$ cat config.mk
export PLATFORM = sky130hd
export DESIGN_NAME = sbus_datapath
export DESIGN_NICKNAME = d
export VERILOG_FILES = /design/src/rtl/sbus_pkg.sv /design/src/rtl/sbus_addr_reg.sv /design/src/rtl/sbus_data_reg.sv /design/src/rtl/sbus_ram.sv /design/src/rtl/sbus_alu.sv /design/src/rtl/sbus_datapath.sv
export SDC_FILE = /design/constraint.sdc
export NUM_CORES = 1
export LEC_CHECK = 0
export ABC_AREA = 1
export BUFFER_PORTS_ARGS = -buffer_cell sky130_fd_sc_hd__buf_2
export CORE_MARGIN = 2
export CORE_UTILIZATION = 61
export DETAILED_ROUTE_END_ITERATION = 10
export PLACE_DENSITY = 0.77
export SYNTH_ARGS = -nofsm -noshare
export SYNTH_HDL_FRONTEND = slang
export SYNTH_SLANG_ARGS = --single-unit
$ cat constraint.sdc
create_clock -name clk -period 3.25 [get_ports clk]
set_input_delay 0.65 -clock clk [delete_from_list [all_inputs] [get_ports clk]]
set_output_delay 0.65 -clock clk [all_outputs]
set_load 0.005 [all_outputs]
$ cat src/rtl/sbus_pkg.sv
package sbus_pkg;

  localparam logic [2:0] SRC_NONE = 3'd0;
  localparam logic [2:0] SRC_PC   = 3'd1;
  localparam logic [2:0] SRC_RAM  = 3'd2;
  localparam logic [2:0] SRC_IR   = 3'd3;
  localparam logic [2:0] SRC_ACC  = 3'd4;
  localparam logic [2:0] SRC_ALU  = 3'd5;

  typedef enum logic [2:0] {
    DRV_NONE = 3'd0,
    DRV_PC   = 3'd1,
    DRV_RAM  = 3'd2,
    DRV_IR   = 3'd3,
    DRV_ACC  = 3'd4,
    DRV_ALU  = 3'd5,
    DRV_RSV6 = 3'd6,
    DRV_RSV7 = 3'd7
  } bus_drv_e;

endpackage

$ cat src/rtl/sbus_addr_reg.sv
module sbus_addr_reg #(
  parameter int DATA_W    = 8,
  parameter int ADDR_W    = 4,
  parameter bit CAN_COUNT = 1'b1
) (
  input  logic              clk,
  input  logic              rst,
  input  logic              ld,
  input  logic              inc,
  input  logic [DATA_W-1:0] bus_in,
  output logic [ADDR_W-1:0] q
);

  logic [ADDR_W-1:0] q_next;
  logic              unused_hi;

  assign unused_hi = ^bus_in[DATA_W-1:ADDR_W];

  generate
    if (CAN_COUNT) begin : g_count
      always_comb begin
        if (ld)       q_next = bus_in[ADDR_W-1:0];
        else if (inc) q_next = q + {{(ADDR_W-1){1'b0}}, 1'b1};
        else          q_next = q;
      end
    end else begin : g_plain
      logic unused_inc;
      assign unused_inc = inc;
      always_comb begin
        if (ld) q_next = bus_in[ADDR_W-1:0];
        else    q_next = q;
      end
    end
  endgenerate

  always_ff @(posedge clk) begin
    if (rst) q <= '0;
    else     q <= q_next;
  end

endmodule

$ cat src/rtl/sbus_data_reg.sv
module sbus_data_reg #(
  parameter int DATA_W = 8
) (
  input  logic              clk,
  input  logic              rst,
  input  logic              ld,
  input  logic [DATA_W-1:0] bus_in,
  output logic [DATA_W-1:0] q
);

  always_ff @(posedge clk) begin
    if (rst)     q <= '0;
    else if (ld) q <= bus_in;
  end

endmodule

$ cat src/rtl/sbus_ram.sv
module sbus_ram #(
  parameter int DATA_W = 8,
  parameter int ADDR_W = 4
) (
  input  logic              clk,
  input  logic [ADDR_W-1:0] addr,
  input  logic              we,
  input  logic [DATA_W-1:0] wdata,
  input  logic              pre_we,
  input  logic [ADDR_W-1:0] pre_addr,
  input  logic [DATA_W-1:0] pre_data,
  output logic [DATA_W-1:0] rdata
);

  localparam int DEPTH = 1 << ADDR_W;

  logic [DATA_W-1:0] cells [DEPTH];

  always_ff @(posedge clk) begin
    if (pre_we)  cells[pre_addr] <= pre_data;
    else if (we) cells[addr]     <= wdata;
  end

  assign rdata = cells[addr];

endmodule

$ cat src/rtl/sbus_alu.sv
module sbus_alu #(
  parameter int DATA_W = 8
) (
  input  logic [DATA_W-1:0] opa,
  input  logic [DATA_W-1:0] opb,
  input  logic              sub,
  output logic [DATA_W-1:0] y
);

  function automatic logic [DATA_W-1:0] addsub(
    input logic [DATA_W-1:0] x,
    input logic [DATA_W-1:0] z,
    input logic              minus
  );
    logic [DATA_W-1:0] zz;
    zz = minus ? ~z : z;
    return x + zz + {{(DATA_W-1){1'b0}}, minus};
  endfunction

  assign y = addsub(opa, opb, sub);

endmodule

$ cat src/rtl/sbus_datapath.sv
module sbus_datapath #(
  parameter int DATA_W = 8,
  parameter int ADDR_W = 4
) (
  input  logic                     clk,
  input  logic                     rst,
  input  logic [2:0]               bus_src,
  input  logic                     ld_pc,
  input  logic                     pc_inc,
  input  logic                     ld_mar,
  input  logic                     ld_ir,
  input  logic                     ld_a,
  input  logic                     ld_b,
  input  logic                     ld_out,
  input  logic                     ram_we,
  input  logic                     alu_sub,
  input  logic                     pre_we,
  input  logic [ADDR_W-1:0]        pre_addr,
  input  logic [DATA_W-1:0]        pre_data,
  output logic [DATA_W-ADDR_W-1:0] opcode,
  output logic [DATA_W-1:0]        out_val
);
  import sbus_pkg::*;

  localparam int HI_W = DATA_W - ADDR_W;

  logic [DATA_W-1:0] bus_w;
  logic [ADDR_W-1:0] pc_q;
  logic [ADDR_W-1:0] mar_q;
  logic [DATA_W-1:0] ir_q;
  logic [DATA_W-1:0] a_q;
  logic [DATA_W-1:0] b_q;
  logic [DATA_W-1:0] alu_y;
  logic [DATA_W-1:0] ram_rd;
  logic              ram_wr_fire;
  bus_drv_e          drv;

  assign drv         = bus_drv_e'(bus_src);
  assign ram_wr_fire = ram_we & ~pre_we;

  always_comb begin
    case (drv)
      DRV_PC:  bus_w = {{HI_W{1'b0}}, pc_q};
      DRV_RAM: bus_w = ram_rd;
      DRV_IR:  bus_w = {{HI_W{1'b0}}, ir_q[ADDR_W-1:0]};
      DRV_ACC: bus_w = a_q;
      DRV_ALU: bus_w = alu_y;
      default: bus_w = '0;
    endcase
  end

  sbus_addr_reg #(.DATA_W(DATA_W), .ADDR_W(ADDR_W), .CAN_COUNT(1'b1)) pc_i (
    .clk(clk), .rst(rst), .ld(ld_pc), .inc(pc_inc), .bus_in(bus_w), .q(pc_q)
  );

  sbus_addr_reg #(.DATA_W(DATA_W), .ADDR_W(ADDR_W), .CAN_COUNT(1'b0)) mar_i (
    .clk(clk), .rst(rst), .ld(ld_mar), .inc(1'b0), .bus_in(bus_w), .q(mar_q)
  );

  sbus_data_reg #(.DATA_W(DATA_W)) ir_i (
    .clk(clk), .rst(rst), .ld(ld_ir), .bus_in(bus_w), .q(ir_q)
  );

  sbus_data_reg #(.DATA_W(DATA_W)) acc_i (
    .clk(clk), .rst(rst), .ld(ld_a), .bus_in(bus_w), .q(a_q)
  );

  sbus_data_reg #(.DATA_W(DATA_W)) opb_i (
    .clk(clk), .rst(rst), .ld(ld_b), .bus_in(bus_w), .q(b_q)
  );

  sbus_data_reg #(.DATA_W(DATA_W)) out_i (
    .clk(clk), .rst(rst), .ld(ld_out), .bus_in(bus_w), .q(out_val)
  );

  sbus_alu #(.DATA_W(DATA_W)) alu_i (
    .opa(a_q), .opb(b_q), .sub(alu_sub), .y(alu_y)
  );

  sbus_ram #(.DATA_W(DATA_W), .ADDR_W(ADDR_W)) ram_i (
    .clk(clk), .addr(mar_q), .we(ram_wr_fire), .wdata(bus_w),
    .pre_we(pre_we), .pre_addr(pre_addr), .pre_data(pre_data), .rdata(ram_rd)
  );

  assign opcode = ir_q[DATA_W-1:ADDR_W];

endmodule

# [After elaboration in Yosys (flattened, before gate mapping)]
# Memories as Yosys holds them, arrays and structs flattened. A register that Yosys moved wholly into a read port is not among the register bits.
# Cells that the tools add are included.
[word_totals] ramBits=128 reg_bits=40 in_bits=27 memories=1 wordCells=34
[classes] reduce_logical=2 mux=14 n_addsub=3 bitwise=3 n_eq_ne=5
[memory_table] name="ram_i.cells" words=16 word_bits=8 rd=1 rd_ports_with_merged_regs=1 wr=1 line="sbus_ram.sv:17" text="logic [DATA_W-1:0] cells [DEPTH];"
[op_table] op="one-hot mux 8 bit (5 select lines)" count=1
[op_table] op="2-to-1 mux 4 bit" count=5
[op_table] op="2-to-1 mux 8 bit" count=2
[op_table] op="adder 8 x 1 -> 8 bit" count=1
[op_table] op="adder 8 bit" count=1
[op_table] op="NOT 8 bit" count=1
[op_table] op="OR reduction 8 bit" count=1
[op_table] op="equality test 3 x 2 -> 1 bit (second input constant)" count=2
[op_table] op="equality test 3 bit (second input constant)" count=2
[op_table] op="2-to-1 mux 1 bit" count=6
[op_table] op="adder 4 x 1 -> 4 bit (second input constant)" count=1
[op_table] op="equality test 3 x 1 -> 1 bit (second input constant)" count=1
[op_table] op="nonzero test 2 bit" count=1
[op_table] op="bitwise AND 1 bit" count=1
[op_table] op="NOT 1 bit" count=1

# [Logic depth before layout (Yosys ltp)]
# Gate-level depths: netlist (run 1).
[logic_depth] ltp_word=7 depth_mapped=14

# [Modules after synthesis]
# Synthesis (run 1) repeated with hierarchy kept, for this count alone.
[unflattened] hier_cells=976 area_unflattened_um2=8371.8
[modules_own_cells] mod="sbus_ram" area_per_inst_um2=5781.8 n_inst=1 cells_each=566 seq_area_each_um2=3843.7
[modules_own_cells] mod="sbus_data_reg" area_per_inst_um2=341.6 n_inst=4 cells_each=51 seq_area_each_um2=160.2
[modules_own_cells] mod="sbus_alu" area_per_inst_um2=421.7 n_inst=1 cells_each=69 seq_area_each_um2=0.0
[modules_own_cells] mod="sbus_datapath" area_per_inst_um2=395.4 n_inst=1 cells_each=76 seq_area_each_um2=0.0
[modules_own_cells] mod="sbus_addr_reg (pc_i)" area_per_inst_um2=234.0 n_inst=1 cells_each=35 seq_area_each_um2=80.1
[modules_own_cells] mod="sbus_addr_reg (mar_i)" area_per_inst_um2=172.7 n_inst=1 cells_each=26 seq_area_each_um2=80.1

# [Worst setup path before layout (run 1)]
# OpenSTA, ideal clock, no wires.
[synth_path] path_kind="input to register" startpoint="input port alu_sub" endpoint="memory ram_i.cells[0][2], data pin" setup_ns=0.320 required_time_ns=2.930 stages=11 slack_ns=0.559 arrival_time_ns=2.372 path_cell_list="buf_4 nand2_1 nand2_1 fa_1 or2_2 nand3_1 o21ai_0 nor2_1 nand2_1 nand2_1 nand2_1"
[synth_between] elab_chain_len=5
[synth_lines] item="from (decl)" line="sbus_datapath.sv:16" text="input logic alu_sub,"
[synth_lines] item="2-to-1 mux 8 bit" line="sbus_alu.sv:16" text="zz = minus ? ~z : z;"
[synth_lines] item="adder 8 bit" line="sbus_alu.sv:17" text="return x + zz + {{(DATA_W-1){1'b0}}, minus};"
[synth_lines] item="adder 8 x 1 -> 8 bit *" line="sbus_alu.sv:17"
[synth_lines] item="one-hot mux 8 bit (5 select lines) *" line="sbus_datapath.sv:42" text="case (drv)"
[synth_lines] item="2-to-1 mux 8 bit (no line) *"
[synth_lines] item="to (decl)" line="sbus_ram.sv:17"
# Every way passes the cells marked *; elsewhere a longest branch is shown, timed or not.

==> flow_summary.yaml, run 1 <==
outcome:
  status: "finished clean"
logic_synthesis:
  synthSimpleGateAreaFrac_pct: 23.81
  synth.net_count: 914
  ys_warn_count: 0
  synth_area_mm2: 0.007956
  syn-instance-count: 879
  synth.area.mux_share_pct: 0.1258
  ys_ff_latch: 172
  synth_top_family_by_area: "simple AND/OR/NAND/NOR gates"
  synth_top_area_cell: "edfxtp_1"
  syn_avg_cell_area_um2: 9.052
  synth_compound_area_share_pct: 6.448
  synth_top_area_share_pct: 48.31
  synth-seq-area-share_pct: 59.38
  synth.distinct_cells: 31
  yosys.area_share.xor_xnor_pct: 1.101
  synthAdderAreaFrac_pct: 1.352
  synth_area_leaders: "edfxtp_1, dfxtp_1, nor2_1, nand2_1, nand3_1"
timing:
  worst_clock_skew_ns: 0.005948
  finalSetupViolCount: 0
  maxSlewHeadroom_pct: 33.84
  hold_ws_ns: 0.5364
  slew_violations: 0
  setup_tns_ns: 0
  tightest_slew_ns: 0.9887
  period_needed_ns: 2.691
  rsz0062_at_grt: "no"
  finalCritPeriodShare_pct: 82.81
  max_freq_mhz: 371.6
  hold_violations: 0
worst_hold_path:
  hold_class: "reg2reg"
clock_tree:
  htree_levels: 4
  numCtsBuffers: 17
  clock_path_buffers: 2
  cts_resized: 0
  ctsHoldBuffers: 0
  clk_latency_ns: 0.43
  root_buffer: "clkbuf_16"
  cts_setup_buffers: 0
  clk_pin_slew_ns: 0.06
  cts_num_sinks: 172
  cts_tree: "yes"
setup_path:
  path_class: "reg2reg"
  rrSetupSlack_ns: 0.56
  cp-start-kind: "flop"
  crit_required_ns: 3.41
  crit_path_end_kind: "flop"
  crit_arrival_ns: 2.85
  crit_fanout: 64
floorplan:
  core_area_mm2: 0.01267
  die_h_um: 118.2
  std_cell_rows: 41
  dieArea_mm2: 0.01397
  start_util_pct: 62.79
  num_io_pins: 39
  die_x_um: 118.2
global_routing:
  grt_overflow: 0
  grt_usage_pct: 28.79
  grt_start_max_net_pins: 65
  grt_first_pass_wirelength_um: 30300
  antenna_found_initial: 0
  grt_pass1_vias: 5840
placement:
  place.gp.congestion: 0.9612
  dp_hpwl_um: 12540
  port_buffers: 38
drt:
  routedWlPerCell_um: 17.40
  routed_wl_um: 19330
  drt-pass1-iter-count: 5
  drcViolationCount: 0
  vias: 6248
  drt_iter0_drc: 742
  antenna_left: 0
  via_per_inst: 5.624
layout:
  fin_nets: 962
  drive_above_1_share_pct: 12.35
  diodes: 0
  final.fill_count: 931
  area_growth_pct: 12.67
run:
  cap_violations: 0
power_and_ir_drop:
  leakagePower_nw: 3.985
  powerDensity_mw_per_mm2: 585.4
  max-vdd-ir-drop_mv: 0.4076
synth_stat cells:
library cell,count
a21o_1,1
a21oi_1,16
a31oi_1,1
and3_1,1
buf_2,9
buf_4,11
buf_6,5
clkbuf_1,13
dfxtp_1,44
edfxtp_1,128
fa_1,1
ha_1,7
inv_1,100
inv_2,3
mux2i_1,1
nand2_1,171
nand2_2,3
nand3_1,84
nand3_2,6
nand3b_1,1
nand4_1,4
nor2_1,172
nor3_1,1
nor3_4,2
o211ai_1,7
o21ai_0,52
o21ai_1,15
o22ai_1,5
or2_2,5
xnor2_1,1
xor2_1,9
stage by stage:
stage	setup slack [ns]	std cells	util [%]	total power [mW]	instance area, um2
5_1_grt	0.3938	1111	70.75	5.424	8965
3_5_place_dp	0.3541	1080	65.88	3.170	8348
2_1_floorplan	0.5587	879	-	2.981	7956
3_3_place_gp	0.4331	1080	65.88	3.147	8348
4_1_cts	0.5931	1111	70.75	5.255	8965
6_report	0.5586	1111	70.75	5.248	8965
cells in the final DEF (no fill, tap or decap), types with 2 or more instances in the layout:
master | Yosys | routed
a21oi_1 | 16 | 16
buf_2 | 9 | 38
buf_4 | 11 | 29
bufinv_16 | 0 | 4
clkbuf_16 | 0 | 17
clkinv_1 | 0 | 2
clkinv_2 | 0 | 2
clkinv_4 | 0 | 2
dfxtp_1 | 44 | 43
edfxtp_1 | 128 | 128
ha_1 | 7 | 7
inv_1 | 100 | 100
inv_2 | 3 | 3
inv_6 | 0 | 2
nand2_1 | 171 | 171
nand2_2 | 3 | 3
nand3_1 | 84 | 84
nand3_2 | 6 | 6
nand4_1 | 4 | 4
nor2_1 | 172 | 172
nor3_4 | 2 | 2
o211ai_1 | 7 | 7
o21ai_0 | 52 | 52
o21ai_1 | 15 | 15
o22ai_1 | 5 | 5
or2_2 | 5 | 5
xor2_1 | 9 | 9
worst max-delay path, stage by stage (launching register included):
cell,delay [ns]
dfxtp_2,0.34
buf_4,0.54
nor2_1,0.13
nor2_1,0.11
o21ai_0,0.10
nand3_1,0.12
nand2_1,0.09
nand2_1,0.09
nand3_2,0.23
nand2_1,0.15
nand2_1,0.06
nand2_1,0.41
cell families after synthesis:
group | Yosys count
fa+ha+maj | 8
mux | 1
xor+xnor | 10
flops | 172
compound gates | 97
buf+inv | 141
simple gates | 450
sequential cells by signal (all words and copies together), names as in the netlist, named ones only:
signal / count
mar_i.q: 4
pc_i.q: 4
acc_i.q: 8
ram_i.cells: 128
opb_i.q: 8
ir_i.q: 8
out_i.q: 8
final cells by class:
class	count	area, um2	share of cell area (%)
multi-input cells	566	2613	29.14
well taps	172	215.2	2.401
clock inverters	14	191.4	2.135
repair buffers	67	407.9	4.550
clock buffers	17	425.4	4.745
flip-flops and latches	172	4726	52.71
inverters	103	386.6	4.313
worst paths after layout:
| check | depth (start not counted) | endpoint | from |
|---|---|---|---|
| max | 11 | ram_i.cells[9][0] | flop |
| min | 2 | ir_i.q[7] | ir_i.q[7] |
| max reg2reg | 11 | ram_i.cells[9][0] | flop |
| min reg2reg | 2 | ir_i.q[7] | ir_i.q[7] |
power by group:
part | switching (mW) | internal [mW] | leakage (nW)
sequential | 0.0371 | 2.47 | 1.53
clock | 0.826 | 1.28 | 0.300
combinational | 0.435 | 0.202 | 2.16
layer usage:
layer  global-route usage, %  wire (um)  vias up
li1                        -          -     2970
met1                   39.08       7854     2908
met2                   45.34       9125      331
met3                   5.888       1925       39
met4                   12.27        421        0
met5                       0          0        -
Power figures use the tool's default switching activity.
==> run 2, diff against run 1 <==
--- a/config.mk
+++ b/config.mk
@@ -5,12 +5,12 @@
 export SDC_FILE = /design/constraint.sdc
 export NUM_CORES = 1
 export LEC_CHECK = 0
-export ABC_AREA = 1
+export ABC_AREA = 0
 export BUFFER_PORTS_ARGS = -buffer_cell sky130_fd_sc_hd__buf_2
 export CORE_MARGIN = 2
-export CORE_UTILIZATION = 61
+export CORE_UTILIZATION = 55
 export DETAILED_ROUTE_END_ITERATION = 10
-export PLACE_DENSITY = 0.77
+export PLACE_DENSITY = 0.74
 export SYNTH_ARGS = -nofsm -noshare
 export SYNTH_HDL_FRONTEND = slang
 export SYNTH_SLANG_ARGS = --single-unit
==> constraint.sdc (replaced) <==
create_clock -name clk -period 2.4 [get_ports clk]
set_input_delay 0.48 -clock clk [delete_from_list [all_inputs] [get_ports clk]]
set_output_delay 0.48 -clock clk [all_outputs]
set_load 0.005 [all_outputs]
==> run 2 against run 1 <==
Critical path depth decreased by 4; non-clock buffer count increased by 40; fmax increased by 15%; largest cell class unchanged; die area increased by 2.6%; cell count decreased by 29%; count of clock-buffer cells in the layout unchanged; final area increased by 0.36%; hold slack got worse by 0.20 ns; critical path type unchanged; sequential power increased by 35%; first-iteration DRC count decreased by 41%.
==> flow_summary.yaml, run 2 <==
outcome:
  status: "finished clean"
drt:
  routed_wl_um: 17070
  via_per_inst: 5.980
  drcViolationCount: 0
  drt_iter0_drc: 438
  antenna_left: 0
  drt-pass1-iter-count: 5
  routedWlPerCell_um: 21.72
  vias: 4700
setup_path:
  crit_fanout: 18
  crit_path_end_kind: "flop"
  crit_required_ns: 2.59
  cp-start-kind: "flop"
  path_class: "reg2reg"
  crit_arrival_ns: 2.52
layout:
  final_util_pct: 68.49
  mostFrequentLayoutCells: "edfxtp_1, nor2_1, buf_4"
  drive_above_1_share_pct: 32.62
  layout_commonest_cell: "edfxtp_1"
  fin_nets: 632
  regMostFlops: "ram_i.cells"
  largest_reg_flops: 128
  area_growth_pct: 22.15
  diodes: 0
  stdcell_area_mm2: 0.008997
logic_synthesis:
  synth.net_count: 537
  synth_top_area_share_pct: 52.18
  synth_edf_count: 128
  ys_ff_latch: 172
  syn-instance-count: 502
  ys_warn_count: 0
  synth_flop_cell: "edfxtp_1"
  yosysMostFrequentCell: "edfxtp_1"
  async_flop_share_pct: 0
  synth_area_mm2: 0.007366
  synth-seq-area-share_pct: 64.14
  syn_avg_cell_area_um2: 14.67
  synth.distinct_cells: 50
  synth_area_leaders: "edfxtp_1, dfxtp_1, mux4_2, nor2_1, a211oi_1"
  synth_top_area_cell: "edfxtp_1"
  synthTopCellsByCount: "edfxtp_1, nor2_1, dfxtp_1"
global_routing:
  antenna_found_initial: 0
  busiest_layer: "met2"
  use_met2_pct: 40.79
  grt_pass1_vias: 4564
  grt_use_met1_pct: 31.81
  grt_overflow: 0
  use_met3_pct: 7.700
  grt_usage_pct: 24.97
  grt_start_max_net_pins: 31
  grt_first_pass_wirelength_um: 25830
placement:
  place_ws_ns: -0.1707
  place.gp.congestion: 0.8914
  placed_area_mm2: 0.008233
  dp_hpwl_um: 11050
  port_buffers: 38
power_and_ir_drop:
  power_mw: 6.962
  leakagePower_nw: 3.207
  max-vdd-ir-drop_mv: 0.6056
  powerDensity_mw_per_mm2: 773.7
timing:
  max_freq_mhz: 428.7
  period_needed_ns: 2.333
  hold_ws_ns: 0.3320
  tightest_slew_ns: 0.5402
  finalCritPeriodShare_pct: 97.19
  setup_ws_ns: 0.06747
  maxSlewHeadroom_pct: 63.99
  finalSetupViolCount: 0
  worst_clock_skew_ns: 0.007408
  slew_violations: 0
  hold_violations: 0
floorplan:
  std_cell_rows: 42
  start_util_pct: 56.07
  num_io_pins: 39
  die_h_um: 119.7
  dieArea_mm2: 0.01433
  core_area_mm2: 0.01314
  die_x_um: 119.7
clock_tree:
  root_buffer: "clkbuf_16"
  ctsHoldBuffers: 0
  clk_pin_slew_ns: 0.07
  cts_tree: "yes"
  htree_levels: 4
  clock_path_buffers: 2
  clk_latency_ns: 0.44
  cts_num_sinks: 172
  numCtsBuffers: 17
run:
  cap_violations: 0
worst_hold_path:
  hold_class: "in2reg"
-- run 2: cell types whose count changed after synthesis, sizes merged, moves of 7 or more --
cell	change
nor2b	+10
inv	-97
o21ai	-58
nand3	-90
mux4	+30
a21oi	-8
buf	-7
mux2i	+19
nor2	-93
a211oi	+39
nand2	-158
-- run 2: kinds of logic after synthesis --
logic type	share of synthesized area (%)
buf+inv	2.667
xor+xnor	1.784
flops	64.14
compound gates	8.884
fa+ha+maj	1.461
mux	12.76
simple gates	8.307
-- run 2: per-stage QoR --
step | instances | setup TNS, ns
2_1_floorplan | 502 | -1.851
3_3_place_gp | 743 | -8.187
3_5_place_dp | 743 | -14.12
4_1_cts | 776 | 0
5_1_grt | 786 | -0.5572
6_report | 786 | 0
-- run 2: power breakdown --
group | internal [mW] | switching [mW] | total (mW)
Combinational | 0.414 | 0.491 | 0.904
Sequential | 3.32 | 0.0577 | 3.38
Clock | 1.40 | 1.28 | 2.68
Total | 5.13 | 1.83 | 6.96
-- run 2: metal layers --
| layer | wire [um] | vias up |
|---|---|---|
| met1 | 7152 | 2352 |
| met3 | 1062 | 22 |
| li1 | - | 2141 |
| met2 | 8584 | 185 |
| met4 | 274 | 0 |
| met5 | 0 | - |
-- run 2: timing repair --
item,CTS,global route
gates resized for setup,0,13
gates cloned,0,1
setup buffers,1,10
hold endpoints to repair,0,0
endpoints found under the setup margin,16,123
pin swaps,1,10
-- run 2: final timing paths --
| check | slack, ns | cells after the start | startpoint | endpoint |
|---|---|---|---|---|
| worst max register to register | 0.07 | 7 | flop | ram_i.cells[9][2] |
| worst max-delay path | 0.07 | 7 | flop | ram_i.cells[9][2] |
| worst min register to register | 0.49 | 2 | out_i.q[4] | out_i.q[4] |
| worst min-delay path | 0.33 | 2 | ld_pc | pc_i.q[2] |
-- run 2: worst max-delay path, cell delays in order (launching register included) --
cell and delay, ns:
dfxtp_2 0.38, buf_12 0.18, mux4_1 0.58, mux2i_2 0.23
nor2_1 0.10, a2111oi_4 0.36, o21ai_4 0.09, buf_12 0.15
-- run 2: cell type report --
cell class / instances / area, um2
timing repair buffer: 107 / 815.8
tap: 176 / 220.2
clock buffer: 17 / 425.4
multi-input combinational: 293 / 2611
clock inverter: 15 / 172.7
sequential: 172 / 4730
fill: 882 / 4140
inverter: 6 / 22.52
